### src/rtl/plock_pkg.sv
package plock_pkg;

   typedef enum logic [1:0] {
      PL_IDLE = 2'd0,
      PL_WALK = 2'd1,
      PL_OPEN = 2'd2,
      PL_TRAP = 2'd3
   } plock_state_e;

endpackage

### src/rtl/plock_group_pick.sv
// Selects one GW-bit group from a packed word; group 0 is the most significant.
module plock_group_pick #(
   parameter int GW     = 2,
   parameter int GROUPS = 4,
   parameter int IDX_W  = 3
) (
   input  logic [GW*GROUPS-1:0] word,
   input  logic [IDX_W-1:0]     idx,
   output logic [GW-1:0]        group_o
);

   logic [GW-1:0] grp [GROUPS];

   for (genvar g = 0; g < GROUPS; g++) begin : g_slice
      assign grp[g] = word[(GROUPS-1-g)*GW +: GW];
   end

   always_comb begin
      group_o = '0;
      for (int i = 0; i < GROUPS; i++) begin
         if (idx == IDX_W'(i)) group_o = grp[i];
      end
   end

endmodule

### src/rtl/plock_key_table.sv
// Passkey lookup by check index and branch index, built from a parameter table.
module plock_key_table #(
   parameter int GW     = 2,
   parameter int CHECKS = 2,
   parameter int IDX_W  = 3,
   parameter logic [CHECKS*(2**GW)*GW-1:0] KEYS = '0
) (
   input  logic [IDX_W-1:0] chk,
   input  logic [GW-1:0]    branch,
   output logic [GW-1:0]    key
);

   localparam int BR = 2 ** GW;

   logic [GW-1:0] entry [CHECKS][BR];

   for (genvar c = 0; c < CHECKS; c++) begin : g_chk
      for (genvar b = 0; b < BR; b++) begin : g_br
         assign entry[c][b] = KEYS[(c*BR+b)*GW +: GW];
      end
   end

   always_comb begin
      key = '0;
      for (int c = 0; c < CHECKS; c++) begin
         for (int b = 0; b < BR; b++) begin
            if (chk == IDX_W'(c) && branch == GW'(b)) key = entry[c][b];
         end
      end
   end

endmodule

### src/rtl/plock_sequencer.sv
// Layered walk: even steps branch on response, odd steps verify license.
module plock_sequencer
   import plock_pkg::*;
#(
   parameter int NUM_STEPS = 4,
   parameter int GW        = 2,
   parameter int STEP_W    = 3
) (
   input  logic              clk,
   input  logic              rst,
   input  logic              start_ok,
   input  logic [GW-1:0]     resp_grp,
   input  logic [GW-1:0]     lic_grp,
   input  logic [GW-1:0]     passkey,
   output plock_state_e      state_q,
   output logic [STEP_W-1:0] step_q,
   output logic [GW-1:0]     branch_q,
   output logic              capture,
   output logic              wipe
);

   localparam logic [STEP_W-1:0] LAST = STEP_W'(NUM_STEPS - 1);

   plock_state_e      state_d;
   logic [STEP_W-1:0] step_d;
   logic [GW-1:0]     branch_d;

   always_comb begin
      state_d  = state_q;
      step_d   = step_q;
      branch_d = branch_q;
      capture  = 1'b0;
      wipe     = 1'b0;
      unique case (state_q)
         PL_IDLE: begin
            if (start_ok) begin
               state_d = PL_WALK;
               step_d  = '0;
               capture = 1'b1;
            end
         end
         PL_WALK: begin
            if (!step_q[0]) begin
               branch_d = resp_grp;
               step_d   = step_q + 1'b1;
            end else if ((lic_grp ^ resp_grp) == passkey) begin
               step_d = step_q + 1'b1;
               if (step_q == LAST) begin
                  state_d = PL_OPEN;
                  wipe    = 1'b1;
               end
            end else begin
               state_d = PL_TRAP;
            end
         end
         default: ;
      endcase
   end

   always_ff @(posedge clk) begin
      if (rst) begin
         state_q  <= PL_IDLE;
         step_q   <= '0;
         branch_q <= '0;
      end else begin
         state_q  <= state_d;
         step_q   <= step_d;
         branch_q <= branch_d;
      end
   end

endmodule

### src/rtl/puf_layer_lock.sv
module puf_layer_lock
   import plock_pkg::*;
#(
   parameter int NUM_STEPS = 4,
   parameter int GROUP_W   = 2,
   parameter logic [NUM_STEPS/2*(2**GROUP_W)*GROUP_W-1:0] PASSKEYS = 16'h729C
) (
   input  logic                                 clk,
   input  logic                                 rst,
   input  logic                                 start,
   input  logic                                 resp_valid,
   input  logic [NUM_STEPS*GROUP_W-1:0]         resp_word,
   input  logic [NUM_STEPS/2*GROUP_W-1:0]       lic_word,
   output logic                                 unlocked,
   output logic                                 fail,
   output logic [$clog2(NUM_STEPS+1)-1:0]       layer
);

   localparam int CHECKS = NUM_STEPS / 2;
   localparam int RESP_W = NUM_STEPS * GROUP_W;
   localparam int LIC_W  = CHECKS * GROUP_W;
   localparam int STEP_W = $clog2(NUM_STEPS + 1);

   if (NUM_STEPS < 2 || (NUM_STEPS % 2) != 0) begin : g_bad_steps
      $error("NUM_STEPS must be even and at least 2");
   end
   if (GROUP_W < 1 || GROUP_W > 4) begin : g_bad_group
      $error("GROUP_W must lie in 1..4");
   end

   logic [RESP_W-1:0] resp_q;
   logic [LIC_W-1:0]  lic_q;
   plock_state_e      state_q;
   logic [STEP_W-1:0] step_q;
   logic [STEP_W-1:0] chk_idx;
   logic [GROUP_W-1:0] branch_q, resp_grp, lic_grp, passkey;
   logic capture, wipe;

   assign chk_idx = step_q >> 1;

   plock_group_pick #(.GW(GROUP_W), .GROUPS(NUM_STEPS), .IDX_W(STEP_W)) u_resp_pick (
      .word(resp_q), .idx(step_q), .group_o(resp_grp)
   );

   plock_group_pick #(.GW(GROUP_W), .GROUPS(CHECKS), .IDX_W(STEP_W)) u_lic_pick (
      .word(lic_q), .idx(chk_idx), .group_o(lic_grp)
   );

   plock_key_table #(.GW(GROUP_W), .CHECKS(CHECKS), .IDX_W(STEP_W), .KEYS(PASSKEYS)) u_keys (
      .chk(chk_idx), .branch(branch_q), .key(passkey)
   );

   plock_sequencer #(.NUM_STEPS(NUM_STEPS), .GW(GROUP_W), .STEP_W(STEP_W)) u_seq (
      .clk(clk), .rst(rst), .start_ok(start & resp_valid),
      .resp_grp(resp_grp), .lic_grp(lic_grp), .passkey(passkey),
      .state_q(state_q), .step_q(step_q), .branch_q(branch_q),
      .capture(capture), .wipe(wipe)
   );

   always_ff @(posedge clk) begin
      if (rst) begin
         resp_q <= '0;
         lic_q  <= '0;
      end else if (capture) begin
         resp_q <= resp_word;
         lic_q  <= lic_word;
      end else if (wipe) begin
         resp_q <= '0;
      end
   end

   assign unlocked = (state_q == PL_OPEN);
   assign fail     = (state_q == PL_TRAP);
   assign layer    = step_q;

endmodule

### config.mk
export PLATFORM = sky130hd
export DESIGN_NAME = puf_layer_lock
export DESIGN_NICKNAME = d
export VERILOG_FILES = /design/src/rtl/plock_pkg.sv /design/src/rtl/plock_group_pick.sv /design/src/rtl/plock_key_table.sv /design/src/rtl/plock_sequencer.sv /design/src/rtl/puf_layer_lock.sv
export SDC_FILE = /design/constraint.sdc
export NUM_CORES = 1
export LEC_CHECK = 0
export BUFFER_PORTS_ARGS = -buffer_cell sky130_fd_sc_hd__buf_2
export CAP_MARGIN = 25
export CORE_MARGIN = 1.5
export CORE_UTILIZATION = 40
export DETAILED_ROUTE_END_ITERATION = 8
export GPL_TIMING_DRIVEN = 0
export PLACE_DENSITY_LB_ADDON = 0.05
export SLEW_MARGIN = 20
export SYNTH_ARGS = -nofsm -noshare
export SYNTH_HDL_FRONTEND = slang
export SYNTH_SLANG_ARGS = --single-unit
### constraint.sdc
create_clock -name clk -period 7.59 [get_ports clk]
set_clock_uncertainty 0.15 [all_clocks]
set_input_delay 1.1385 -clock clk [delete_from_list [all_inputs] [get_ports clk]]
set_output_delay 1.1385 -clock clk [all_outputs]
set_load 0.05 [all_outputs]
==> results of run 1 <==
[critical path, cell delays in order (launching register included)]
cell and delay, ps:
dfxtp_1 520, ha_1 220, ha_1 330, nor2_1 90, a32oi_1 270, xnor2_1 200
a2111oi_4 430, and4_1 260, buf_6 160, nor3_2 50
[cell usage after synthesis (all sizes together)]
library cell	number	share of area
a22oi	9	0.065
inv	5	0.018
dfxtp	19	0.37
o32ai	1	0.0084
a21oi	10	0.052
or3	1	0.0060
a211o	1	0.0084
mux2i	2	0.019
o211ai	1	0.0072
a32oi	1	0.0084
a31oi	1	0.0060
nand2	14	0.050
a211oi	3	0.022
xnor3	1	0.022
o21ai	3	0.014
nor3	3	0.019
clkbuf	3	0.012
nor2	20	0.091
and4	1	0.0084
o311ai	1	0.0084
and2	1	0.0060
nor3b	1	0.0072
a32o	1	0.0096
nand3b	1	0.0072
nor2b	3	0.018
a2111oi	1	0.026
nand2b	1	0.0060
buf	1	0.011
o22ai	2	0.012
ha	5	0.060
xnor2	3	0.025
[through the flow]
step	hold slack (ps)	power (mW)
after floorplan	286	0.139
after global placement	296	0.150
after detailed placement	305	0.151
after CTS	322	0.202
after global routing	345	0.210
final	317	0.199
[worst max path at each step]
stage                     slack [ps]                    startpoint                       endpoint  cells after the start
after CTS                       4770  u_seq.step_q[1]$_SDFFE_PP0P_  u_seq.state_q[0]$_SDFFE_PP0P_                      9
after detailed placement        4780                         start   u_seq.step_q[1]$_SDFFE_PP0P_                      5
final                           4790  u_seq.step_q[1]$_SDFFE_PP0P_  u_seq.state_q[0]$_SDFFE_PP0P_                      9
after global placement          4770  u_seq.step_q[1]$_SDFFE_PP0P_  u_seq.state_q[0]$_SDFFE_PP0P_                      9
after global routing            4530  u_seq.step_q[1]$_SDFFE_PP0P_  u_seq.state_q[0]$_SDFFE_PP0P_                     10
after floorplan                 4700  u_seq.step_q[0]$_SDFFE_PP0P_  u_seq.state_q[0]$_SDFFE_PP0P_                     10
[per-layer routing]
metal / part of all wire / up-vias
li1: - / 481
met1: 0.50 / 415
met2: 0.47 / 11
met3: 0.025 / 2
met4: 0.0086 / 0
met5: 0 / -
[kinds of logic (layout without fill, tap and decap cells)]
kind of cell,count (synthesis),after routing,synth area share
adder cells (fa/ha/maj),5,5,0.0601
AO/OA/AOI/OAI,35,35,0.248
flip-flops,19,19,0.365
multiplexers,2,2,0.0192
AND/OR/NAND/NOR,46,46,0.220
buffers and inverters,9,33,0.0409
XOR/XNOR,4,4,0.0469
[flip-flops by register name (all words and copies together), names as in the netlist]
signal          cells
resp_q              8
lic_q               4
u_seq.step_q        3
u_seq.branch_q      2
u_seq.state_q       2
[layout make-up]
cell class | count | area [sq um] | share of cell area
tap | 30 | 37.5 | 0.0312
inverter | 5 | 18.8 | 0.0156
clock buffer | 4 | 26.3 | 0.0218
buffer | 4 | 23.8 | 0.0197
timing repair buffer | 20 | 100 | 0.0831
sequential | 19 | 380 | 0.316
multi-input combinational | 92 | 618 | 0.513
[power by group through the flow]
stage / Sequential (mW) / Clock [mW] / Combinational (mW)
2_1_floorplan: 0.111 / 0 / 0.0284
3_3_place_gp: 0.111 / 0 / 0.0393
3_5_place_dp: 0.111 / 0 / 0.0400
4_1_cts: 0.108 / 0.0533 / 0.0403
5_1_grt: 0.109 / 0.0565 / 0.0447
6_report: 0.108 / 0.0505 / 0.0401
[placed cells by master, fill, tap and decap left out, types with 2 or more instances in the layout]
master and instances:
xnor2_1 3, buf_2 20, clkbuf_1 3, a22oi_1 9, nor2_2 8, clkbuf_4 3, nor2b_1 3, o21ai_0 2
nor3_1 2, nor2_1 12, o22ai_1 2, a21oi_1 9, mux2i_1 2, dfxtp_1 19, inv_1 5, nand2_1 14
a211oi_1 3, ha_1 5
==> qor.yml, run 1 <==
clock_network:
  cts-hold-fix-buffers: 0
  htreeDepth: 1
  cts_buffers: 3
  path_clk_slew_ps: 110
  clock_tree.root_cell: "clkbuf_4"
  clock_path_buffers: 2
  cts_tree: "done"
  cts_sinks: 19
  post_cts_resized: 0
  postCtsSetupBuffers: 0
  clock_latency_ps: 290
global_route:
  antenna_found_initial: 0
  use_met2: 0.309
  grt_max_degree: 11
  grt_busiest_layer: "met2"
  grt_pass1_wl_mm: 3.76
  grt_pass1_vias: 900
  use_met1: 0.225
  grt-ovfl-total: 0
  grtUsageMet3: 0.0250
  track_usage: 0.180
drt:
  routed_wl_mm: 2.20
  route.detailed.drc: 0
  drtAntennaViolNets: 0
  viasPerCell: 5.22
  drt_first_pass_iters: 4
  routedWlPerCell_um: 12.6
  via_count: 909
  drt-initial-drc-count: 21
sta:
  period_share: 0.369
  timing.setup.tns_ps: 0
  drv_slew: 0
  rsz0062_at_grt: "no"
  fin_ws_ps: 4790
  setup_viol: 0
  hold_viol: 0
  fmax_mhz: 357
  min_period_ps: 2800
  max_slew_margin: 0.493
  max_slew.worst_pin.slew_ps: 754
final_layout:
  diodes: 0
  nets: 166
  fin_area_sq_mm: 0.00120
  final_util: 0.486
  drive_above_1_share: 0.250
  stdcell_count: 174
  fill_cells: 263
  area_delta_synth_final_pct: 15.7
floorplanning:
  fp-row-count: 18
  die_h_um: 54.0
  core-area_sq_mm: 0.00248
  start_util: 0.420
  ios: 21
  die-area_sq_mm: 0.00292
  fp.dieW_um: 54.0
power_and_ir_drop:
  p_switching_mw: 0.0569
  p_int_mw: 0.142
  seq_power_share: 0.544
  p_sw_frac: 0.286
  clkPwrFrac: 0.254
  comb_power_share: 0.202
  powerDensity_mw_per_mm2: 165
  leakagePower_nw: 0.484
  ir_drop_uv: 99.9
synthesis:
  synth_cells: 120
  seq_area_frac_synth: 0.365
  yosysWarnings: 0
  syn-num-nets: 141
  synth_cell_type_count: 36
  synth_area_per_cell_sq_um: 8.67
  ys_ff_latch: 19
  syn_area_sq_mm: 0.00104
worst_setup_path:
  worst-setup-path-type: "reg2reg"
  cp_max_fo: 10
  critPathArrivalTime_ps: 2820
  ff2ff_path_depth: 9
  crit_path_end_kind: "flop"
  startpoint_type: "flop"
  reg2reg_from: "u_seq.step_q[1]$_SDFFE_PP0P_"
  required_ps: 7610
  r2r_slack_ps: 4790
  regToRegEndpoint: "u_seq.state_q[0]$_SDFFE_PP0P_"
min_path:
  worstHoldStart: "lic_q[1]$_SDFFE_PP0P_"
  hold_class: "reg2reg"
  hold-path-endpoint: "lic_q[1]$_SDFFE_PP0P_"
  min_path_cells: 2
job:
  drv.max_cap_violation_count: 0
placed_design:
  io_buffers: 20
  dp_slack_ps: 4780
  dp_cells: 170
  place_hpwl_mm: 1.73
  dpl_cell_area_sq_mm: 0.00118
  gp_congestion: 0.825
outcome:
  status: "finished clean"
Power figures use the tool's default switching activity.
==> inputs of run 2 (changes only) <==
Clock period 7.59 ns to 2.7 ns, I/O delays scaled along.
==> run 2 against run 1 <==
Against the previous run: register-to-register slack got worse by 4600 ps; maximum frequency rose by 9.8%; via count up 2.6%.
==> qor.yml, run 2 (same netlist as run 1, synthesis figures left out) <==
final_layout:
  final_common_cell: "buf_2"
  largest_reg_flops: 8  # unchanged
  stdcell_count: 175  # +0.57%
  diodes: 0  # unchanged
  top_register: "resp_q"
  nets: 167  # +0.60%
  drive_above_1_share: 0.297  # +0.0466
  reg.largest.list: "resp_q x8, lic_q x4, u_seq.step_q x3"
  final_cell_mix: "buf_2, dfxtp_1, nand2_1, nor2_1"
  final_util: 0.495  # +0.00909
  area_delta_synth_final_pct: 17.9
  fin_area_sq_mm: 0.00123  # +1.9%
floorplanning:
  fp.dieW_um: 54.0  # unchanged
  die_h_um: 54.0  # unchanged
  core-area_sq_mm: 0.00248  # unchanged
  ios: 21  # unchanged
  die-area_sq_mm: 0.00292  # unchanged
  fp-row-count: 18  # unchanged
  start_util: 0.420  # unchanged
sta:
  timing.setup.tns_ps: 0  # unchanged
  period_share: 0.945  # +0.576
  max_slew_margin: 0.528  # +0.0347
  fmax_mhz: 392  # +9.8%
  setup_viol: 0  # unchanged
  fin_ws_ps: 149  # -4640 ps
  max_slew.worst_pin.slew_ps: 703  # -51.6 ps
  drv_slew: 0  # unchanged
  rsz0062_at_grt: "no"
  hold_slack_ps: 184  # -133 ps
  min_period_ps: 2550  # -249 ps
  hold_viol: 0  # unchanged
global_route:
  track_usage: 0.174  # -0.00567
  antenna_found_initial: 0  # unchanged
  grt_pass1_vias: 850  # -5.6%
  grt-ovfl-total: 0  # unchanged
  grt_pass1_wl_mm: 3.64  # -3.1%
  grt_max_degree: 12  # +1
power_and_ir_drop:
  comb_power_share: 0.203  # about the same
  clkPwrFrac: 0.258  # +0.004
  power_mw: 0.565  # +180%
  p_switching_mw: 0.167  # +190%
  p_int_mw: 0.397  # +180%
  powerDensity_mw_per_mm2: 460  # +180%
  seq_power_share: 0.538  # -0.006
  ir_drop_uv: 304  # +200%
  p_sw_frac: 0.296  # +0.0101
  leakagePower_nw: 0.495  # +2.2%
drt:
  viasPerCell: 5.33  # +2.1%
  routed_wl_mm: 2.27  # +3.1%
  routedWlPerCell_um: 13.0  # +2.5%
  drt-initial-drc-count: 15  # -29%
  via_count: 933  # +2.6%
  route.detailed.drc: 0  # unchanged
  drt_first_pass_iters: 4  # unchanged
  drtAntennaViolNets: 0  # unchanged
worst_setup_path:
  cpLargestDelayFamily: "compound AO/OA/AOI/OAI gates"
  reg2reg_from: "u_seq.step_q[0]$_SDFFE_PP0P_"
  worst-setup-path-type: "reg2reg"
  critPathMaxStageDelay_ps: 420  # -100 ps
  cp_max_fo: 9  # -1
  regToRegEndpoint: "u_seq.state_q[0]$_SDFFE_PP0P_"
  critPathArrivalTime_ps: 2580  # -240 ps
  slowest_stage: "dfxtp_2"
  crit_chain: "inv_1 > ha_1 > nor2b_1 > a21oi_1 > xnor3_1 > nor3_2 > a2111oi_4 > and4_1 > buf_6 > nor3_2"
  crit_path_end_kind: "flop"
  ff2ff_path_depth: 10  # +1
  crit_top_cell: "nor3_2"
  worst-path-buf-inv: 2  # +1
  startpoint_type: "flop"
  r2r_slack_ps: 150  # -4640 ps
  required_ps: 2730  # -4880 ps
placed_design:
  io_buffers: 20  # unchanged
  dpl_cell_area_sq_mm: 0.00118  # +0.32%
  dp_slack_ps: -11.9  # -4800 ps
  dp_cells: 170  # unchanged
  gp_congestion: 0.830  # +0.67%
  place_hpwl_mm: 1.72  # -0.50%
clock_network:
  clock_tree.root_cell: "clkbuf_4"
  path_clk_slew_ps: 110  # about the same
  clock_latency_ps: 300  # about the same
  cts_buffers: 3  # unchanged
  clock_path_buffers: 2  # unchanged
  cts_sinks: 19  # unchanged
  htreeDepth: 1  # unchanged
  cts_tree: "done"
  cts-hold-fix-buffers: 0  # unchanged
job:
  drv.max_cap_violation_count: 0  # unchanged
min_path:
  min_path_cells: 3  # +1
  worstHoldStart: "lic_word[3]"
  hold_class: "in2reg"
  hold-path-endpoint: "lic_q[3]$_SDFFE_PP0P_"
outcome:
  status: "finished clean"
run 2: worst max-delay path by stage:
stage | start | endpoint | slack [ps] | depth (start not counted)
floorplan | u_seq.step_q[0]$_SDFFE_PP0P_ | u_seq.state_q[0]$_SDFFE_PP0P_ | 70 | 10
global placement | u_seq.step_q[1]$_SDFFE_PP0P_ | u_seq.state_q[0]$_SDFFE_PP0P_ | 9 | 9
detailed placement | u_seq.step_q[1]$_SDFFE_PP0P_ | u_seq.state_q[0]$_SDFFE_PP0P_ | -10 | 9
CTS | u_seq.step_q[1]$_SDFFE_PP0P_ | u_seq.state_q[0]$_SDFFE_PP0P_ | 7 | 10
global route | u_seq.step_q[0]$_SDFFE_PP0P_ | u_seq.state_q[0]$_SDFFE_PP0P_ | 1 | 10
finish | u_seq.step_q[0]$_SDFFE_PP0P_ | u_seq.state_q[0]$_SDFFE_PP0P_ | 150 | 10
run 2: power by group through the flow:
stage	registers, mW	clock network [mW]	logic (mW)
2_1_floorplan	0.312	0	0.0799
3_3_place_gp	0.311	0	0.110
3_5_place_dp	0.311	0	0.112
4_1_cts	0.305	0.156	0.113
5_1_grt	0.306	0.161	0.128
6_report	0.304	0.146	0.115
run 2: layout make-up:
cell class	instances	area, sq um
multi-input combinational	92	626
clock buffer	3	22.5
sequential	19	387
fill	269	1250
clock inverter	1	5.00
tap	30	37.5
timing repair buffer	21	108
buffer	4	23.8
inverter	5	18.8
run 2: metal layers:
layer,up-vias,part of all wire,track usage
li1,481,-,-
met1,435,0.49,0.223
met2,15,0.46,0.297
met3,2,0.035,0.0250
met4,0,0.0066,0.0625
met5,-,0,0
run 2: worst reg2reg max path: stages (launching register included):
cell and delay (ps):
dfxtp_2 420, inv_1 140, ha_1 270, nor2b_1 140, a21oi_1 200, xnor3_1 230
nor3_2 70, a2111oi_4 350, and4_1 250, buf_6 160, nor3_2 50
run 2: timing repair:
action / in CTS / in global routing
endpoints found under the setup margin: 8 / 11
resized for setup: 1 / 2
buffers inserted: 0 / 1
pin swaps: 0 / 2
